### src/rtl/ser_rx_pkg.sv
package ser_rx_pkg;

  localparam int unsigned RX_WORD_W = 16;

  // A start condition is a low level followed by a high level on the lane.
  function automatic logic rise_seen(input logic prev_lvl, input logic cur_lvl);
    return (!prev_lvl) && cur_lvl;
  endfunction

endpackage

### src/rtl/ser_rx_edge.sv
module ser_rx_edge (
  input  logic clk,
  input  logic rst,
  input  logic bit_en,
  input  logic line_i,
  input  logic busy_i,
  output logic start_o
);
  logic prev_q;

  // Line level remembered on every enabled cycle; this re-arms on the stop bit.
  always_ff @(posedge clk) begin
    if (rst)         prev_q <= 1'b0;
    else if (bit_en) prev_q <= line_i;
  end

  assign start_o = bit_en && !busy_i && ser_rx_pkg::rise_seen(prev_q, line_i);
endmodule

### src/rtl/ser_rx_ring.sv
module ser_rx_ring #(
  parameter int unsigned SLOTS = 16
) (
  input  logic clk,
  input  logic rst,
  input  logic step_i,
  output logic last_o
);
  localparam logic [SLOTS-1:0] HOME = {{(SLOTS-1){1'b0}}, 1'b1};

  logic [SLOTS-1:0] ring_q;

  generate
    if (SLOTS == 1) begin : g_single
      always_ff @(posedge clk) begin
        ring_q <= HOME;
      end
    end else begin : g_multi
      always_ff @(posedge clk) begin
        if (rst)         ring_q <= HOME;
        else if (step_i) ring_q <= {ring_q[SLOTS-2:0], ring_q[SLOTS-1]};
      end
    end
  endgenerate

  // The top slot is reached on the final data bit; the next step wraps home.
  assign last_o = ring_q[SLOTS-1];
endmodule

### src/rtl/ser_rx_shift.sv
module ser_rx_shift #(
  parameter int unsigned WIDTH = 16
) (
  input  logic             clk,
  input  logic             rst,
  input  logic             shift_i,
  input  logic             load_i,
  input  logic             bit_i,
  output logic [WIDTH-1:0] word_o,
  output logic             vld_o
);
  logic [WIDTH-1:0] sh_q;
  logic [WIDTH-1:0] sh_next;
  logic [WIDTH-1:0] word_q;
  logic             vld_q;

  // Bits arrive first-to-last and move toward bit 0.
  generate
    if (WIDTH == 1) begin : g_w1
      assign sh_next = bit_i;
    end else begin : g_wn
      assign sh_next = {bit_i, sh_q[WIDTH-1:1]};
    end
  endgenerate

  always_ff @(posedge clk) begin
    if (rst)          sh_q <= '0;
    else if (shift_i) sh_q <= sh_next;
  end

  always_ff @(posedge clk) begin
    if (rst) begin
      word_q <= '0;
      vld_q  <= 1'b0;
    end else begin
      vld_q <= load_i;
      if (load_i) word_q <= sh_next;
    end
  end

  assign word_o = word_q;
  assign vld_o  = vld_q;
endmodule

### src/rtl/ser_rx_top.sv
module ser_rx_top #(
  parameter int unsigned WORD_W = ser_rx_pkg::RX_WORD_W
) (
  input  logic              clk,
  input  logic              rst,
  input  logic              bit_en,
  input  logic              line_i,
  output logic [WORD_W-1:0] word_o,
  output logic              word_vld_o
);
  logic run_q;
  logic start;
  logic last_slot;
  logic step;
  logic wrap;

  assign step = run_q && bit_en;
  assign wrap = step && last_slot;

  ser_rx_edge u_edge (
    .clk     (clk),
    .rst     (rst),
    .bit_en  (bit_en),
    .line_i  (line_i),
    .busy_i  (run_q),
    .start_o (start)
  );

  ser_rx_ring #(.SLOTS(WORD_W)) u_ring (
    .clk    (clk),
    .rst    (rst),
    .step_i (step),
    .last_o (last_slot)
  );

  ser_rx_shift #(.WIDTH(WORD_W)) u_shift (
    .clk     (clk),
    .rst     (rst),
    .shift_i (step),
    .load_i  (wrap),
    .bit_i   (line_i),
    .word_o  (word_o),
    .vld_o   (word_vld_o)
  );

  // Run flag: set by a start edge, cleared when the ring returns home.
  always_ff @(posedge clk) begin
    if (rst)        run_q <= 1'b0;
    else if (start) run_q <= 1'b1;
    else if (wrap)  run_q <= 1'b0;
  end
endmodule

### config.mk
export PLATFORM = sky130hd
export DESIGN_NAME = ser_rx_top
export DESIGN_NICKNAME = d
export VERILOG_FILES = /design/src/rtl/ser_rx_pkg.sv /design/src/rtl/ser_rx_edge.sv /design/src/rtl/ser_rx_ring.sv /design/src/rtl/ser_rx_shift.sv /design/src/rtl/ser_rx_top.sv
export SDC_FILE = /design/constraint.sdc
export NUM_CORES = 1
export LEC_CHECK = 0
export ABC_AREA = 0
export ABC_CLOCK_PERIOD_IN_PS = 1550
export BUFFER_PORTS_ARGS = -buffer_cell sky130_fd_sc_hd__clkbuf_2
export CORE_UTILIZATION = 55
export DETAILED_ROUTE_END_ITERATION = 7
export PLACE_DENSITY = 0.75
export SLEW_MARGIN = 40
export SYNTH_ARGS = -nofsm -noshare
export SYNTH_HDL_FRONTEND = slang
export SYNTH_SLANG_ARGS = --single-unit
### constraint.sdc
create_clock -name clk -period 1.55 [get_ports clk]
set_clock_uncertainty 0.2 [all_clocks]
set_input_delay 0.155 -clock clk [delete_from_list [all_inputs] [get_ports clk]]
set_output_delay 0.155 -clock clk [all_outputs]
set_load 0.005 [all_outputs]
# == Word-level counts from Yosys, hierarchy flattened ==
# Index checks and enable logic that the tools add are counted.
# word_totals
regBits,51
input_bits,4
output_inout_bits,17
elab_cells,16
# classes
muxes,2
n_reduce_logical,8
# op_table
cell,n
$logic_and 1x1->1,5
$logic_not 1->1,2
$mux 1,2
$reduce_bool 2->1,1

# == Logic depth before layout (Yosys ltp) ==
# depth
ltp_word,4
mapped_depth,5
mapped_depth_nobuf,2

# == Hierarchy ==
# Synthesis repeated with hierarchy kept, for this count alone.
# hier_totals
cells_unflattened,164
hier_area_um2,1829.3
# by_module_without_submodules
module,instances,cells_per_inst,area_per_inst_um2,seq_area_each_um2
ser_rx_shift,1,102,1149.9,640.6
ser_rx_ring,1,52,581.8,320.3
ser_rx_top,1,6,51.3,20.0
ser_rx_edge,1,4,46.3,20.0

# == Worst setup path before layout ==
# No wires, ideal clock.
# synth_path
path_type,reg-to-reg
start,reg run_q
end,reg u_shift.word_q[10] (netlist: u_shift.word_o[10])
setup_ns,0.072
arrival_ns,1.049
required_time_ns,1.278
path_slack_ns,0.229
stages_incl_launch_ff,6
n_path_buf,3
synth_period_minus_slack_ns,1.321
path_cell_list,dfxtp_1 -> buf_2 -> and3_4 -> buf_6 -> buf_12 -> mux2i_1
# synth_via
elab_chain_len,2
# synth_rtl
element,line,source
from (decl),ser_rx_top.sv:11,logic run_q;
from (signal assigned),ser_rx_top.sv:48,if (rst) run_q <= 1'b0;
from (signal assigned),ser_rx_top.sv:49,else if (start) run_q <= 1'b1;
from (signal assigned),ser_rx_top.sv:50,else if (wrap) run_q <= 1'b0;
$logic_and 1x1->1,ser_rx_top.sv:17,assign step = run_q && bit_en;
$logic_and 1x1->1,ser_rx_top.sv:18,assign wrap = step && last_slot;
to (signal assigned),ser_rx_shift.sv:37,if (load_i) word_q <= sh_next;
to (decl),ser_rx_shift.sv:14,logic [WIDTH-1:0] word_q;
# No other way between the ends.
# A chain may end at the register's enable or synchronous reset.

# == Final worst setup path ==
# layout_path
start,reg run_q
end,reg u_shift.word_q[2] (netlist: u_shift.word_o[2])
# The elaborated chain is that of the path after synthesis.

==> results.md <==
* Status: finished, final reports clean
* Initial antenna violation count at 0
* # DRC at 0
* Antenna cell count at 0
* Hold Path End: u_shift.sh_q[6]
* Crit share post-route at 82.52%
* CTS tree: yes
* P&R area growth vs syn at 9.924%
* Clk sinks at 50
* Die width at 64.61 um
* LEAKAGE at 0.8386 nW
* DIE HEIGHT at 64.61 um
* Leading area contributor after synthesis: dfxtp_1
* Routed Antenna Nets at 0
* I/O pin total at 21
* Clock root buffer: clkbuf_8
* CP max FO at 19
* Main synth FF type: dfxtp_1
* MaxCap Viol Count at 0
* First-pass GRT wire length at 5789 um
* Crit-path slowest cell: and3_4
* Synth warn at 0
* Final Net Count at 236
* GPL Wtd Cong at 0.6875
* Initial Utilization at 58.01%
* H-tree Lvls at 2
* Post-synthesis register bit count at 50
* Top post-synthesis cells by area: dfxtp_1 (46%), a21bo_2 (13%), nand2b_1 (9.3%)
* Drt wl/cell at 12.30 um
* Share of layout cells above drive strength 1 at 27.47%
* Setup Buffers After CTS at 0
* Worst path cell trace: and3_4 > mux2i_1
* Total wire length at 3456 um
* FF-to-FF path depth at 2
* Area of the die at 4174 um2
* Relative slew slack at 77.63%
* FF-to-FF End: u_shift.word_o[2]
* Final min period at 1.279 ns
* Worst Path Arrival at 1.30 ns
* Count of pins over their slew limit at 0
* Placed instance count at 272
* Hold Vio Cnt, Final at 0
* Worst min-delay path startpoint: rst
* Clk_lat worst skew at 0.29 ns
* Crit path kind: flop to flop
* RSZ-0062 raised after global routing: false
* Data required, critical path at 1.57 ns
* Drt pass-1 iters at 4
* Startpoint types: flop
* Critical path's largest stage delay at 0.40 ns
* Netlist cell types at 19
* Crit. End Element: flop
* Clock Pin Slew Worst Setup and Hold Paths at 0.08 ns
* Reg2reg setup slack at 0.27 ns
* Grt ovf at 0
* Power Dens Cells at 923.0 nW/um2
* Min-Delay Path Class: input pin to flop
* Via count at 1,503
* Overall Global Routing Usage at 17.61%
* IO Port Bufs at 20
* Initial DRC count at 76
* FF-to-FF Start: run_q
* Area share of the largest cell type after synthesis at 46.43%
* Post-synth EDFFs at 0
* VDD IR-drop max at 563.1 uV
* Post-DP HPWL at 2192 um
* Setup TNS at 0 ns
* Max Clk Rate at 0.7818 GHz
* Mapped Area at 2156 um2
* Most common cell in the netlist: dfxtp_1
* Row cnt at 22
* Top post-synthesis cells by count: dfxtp_1 (50), nand2b_1 (32), a21oi_1 (30), nand3_1 (30), a21bo_2 (27)
* Sequential area share after synthesis at 46.43%
* Vias in the first global route at 1,323
* Largest net degree at the start of global routing at 46
* Worst slew pin tran at 0.3355 ns
* Fin cells at 281
* Cell depth of the worst hold path at 2
* Cell count after synthesis at 220
* Ys async rst share at 0%
* Worst-case clock buffer depth at 2
* Vias per inst at 5.349
* Post-Syn Nets at 224
* Avg Inst Size Synth at 9.799 um2
* Core area at 3716 um2
* Num CTS Buffers at 5
* Setup Viol. Count Final at 0
critical path, delay by kind of cell (launching register included):
kind             cells  cell delay, ns
multiplexers         1            0.23
AND/OR/NAND/NOR      1            0.40
flip-flops           1            0.37
how the worst max path moves through the flow:
stage	start	to	slack (ns)	depth (start not counted)
2_1_floorplan	run_q	u_shift.word_o[10]	0.23	5
3_3_place_gp	run_q	u_shift.word_o[12]	0.31	2
3_5_place_dp	run_q	u_shift.word_o[5]	0.27	2
4_1_cts	run_q	u_shift.word_o[5]	0.25	2
5_1_grt	run_q	u_shift.word_o[4]	0.20	2
6_report	run_q	u_shift.word_o[2]	0.27	2
metrics by stage:
| step | setup WS, ns | hold WS, ns | instance area [um2] | power, mW | util, % |
|---|---|---|---|---|---|
| after global placement | 0.3081 | 0.2452 | 2268 | 1.454 | 61.04 |
| after global routing | 0.2022 | 0.07776 | 2370 | 2.280 | 63.77 |
| after detailed placement | 0.2676 | 0.2555 | 2268 | 1.455 | 61.04 |
| after floorplan | 0.2290 | 0.1018 | 2156 | 1.423 | - |
| final | 0.2709 | 0.05876 | 2370 | 2.187 | 63.77 |
| after CTS | 0.2546 | 0.05672 | 2370 | 2.209 | 63.77 |
per-layer routing:
layer | track usage (%) | up-vias | wire length (um)
met5 | 0 | - | 0
li1 | - | 778 | -
met3 | 4.225 | 5 | 97
met2 | 28.42 | 21 | 1532
met1 | 22.32 | 699 | 1784
met4 | 7.500 | 0 | 42
layout by cell type (no fill, tap or decap), types with 2 or more instances in the layout:
cell type,count
nand2b_1,32
mux2i_1,17
a21oi_1,30
clkbuf_2,20
buf_4,5
dfxtp_1,49
a21bo_1,3
buf_12,2
a21bo_2,27
clkbuf_8,6
nand3_1,30
cell type report:
type	instances	area (um2)
multi-input cells	146	1025
clock buffers	7	86.33
fillers	307	1346
well taps	48	60.06
inverters	1	3.754
flip-flops and latches	50	1002
clock inverters	1	5.005
repair buffers	28	187.7
where the power goes:
group	internal [mW]	leakage, nW	switching, mW
combinational	0.0478	0.387	0.0824
clock	0.361	0.0482	0.401
sequential	1.29	0.404	0.00496
total	1.70	0.839	0.488
kinds of logic (layout without fill, tap and decap cells):
group | after synthesis | after routing | synth area share (%)
and+or+nand+nor | 67 | 67 | 17.76
AOI/OAI and AO/OA | 62 | 62 | 21.88
DFF | 50 | 50 | 46.43
buffers and inverters | 24 | 37 | 6.036
muxes | 17 | 17 | 7.893
flip-flops by register name (all words and copies together) (netlist names):
signal,count
u_ring.ring_q,16
u_edge.prev_q,1
run_q,1
u_shift.vld_o,1
u_shift.sh_q,15
u_shift.word_o,16
repair_timing:
action / CTS / global route
setup endpoints to repair: 0 / 0
hold buffers: 1 / 0
resized for setup: 0 / 0
hold endpoints to repair: 4 / 0
Power figures use the tool's default switching activity.
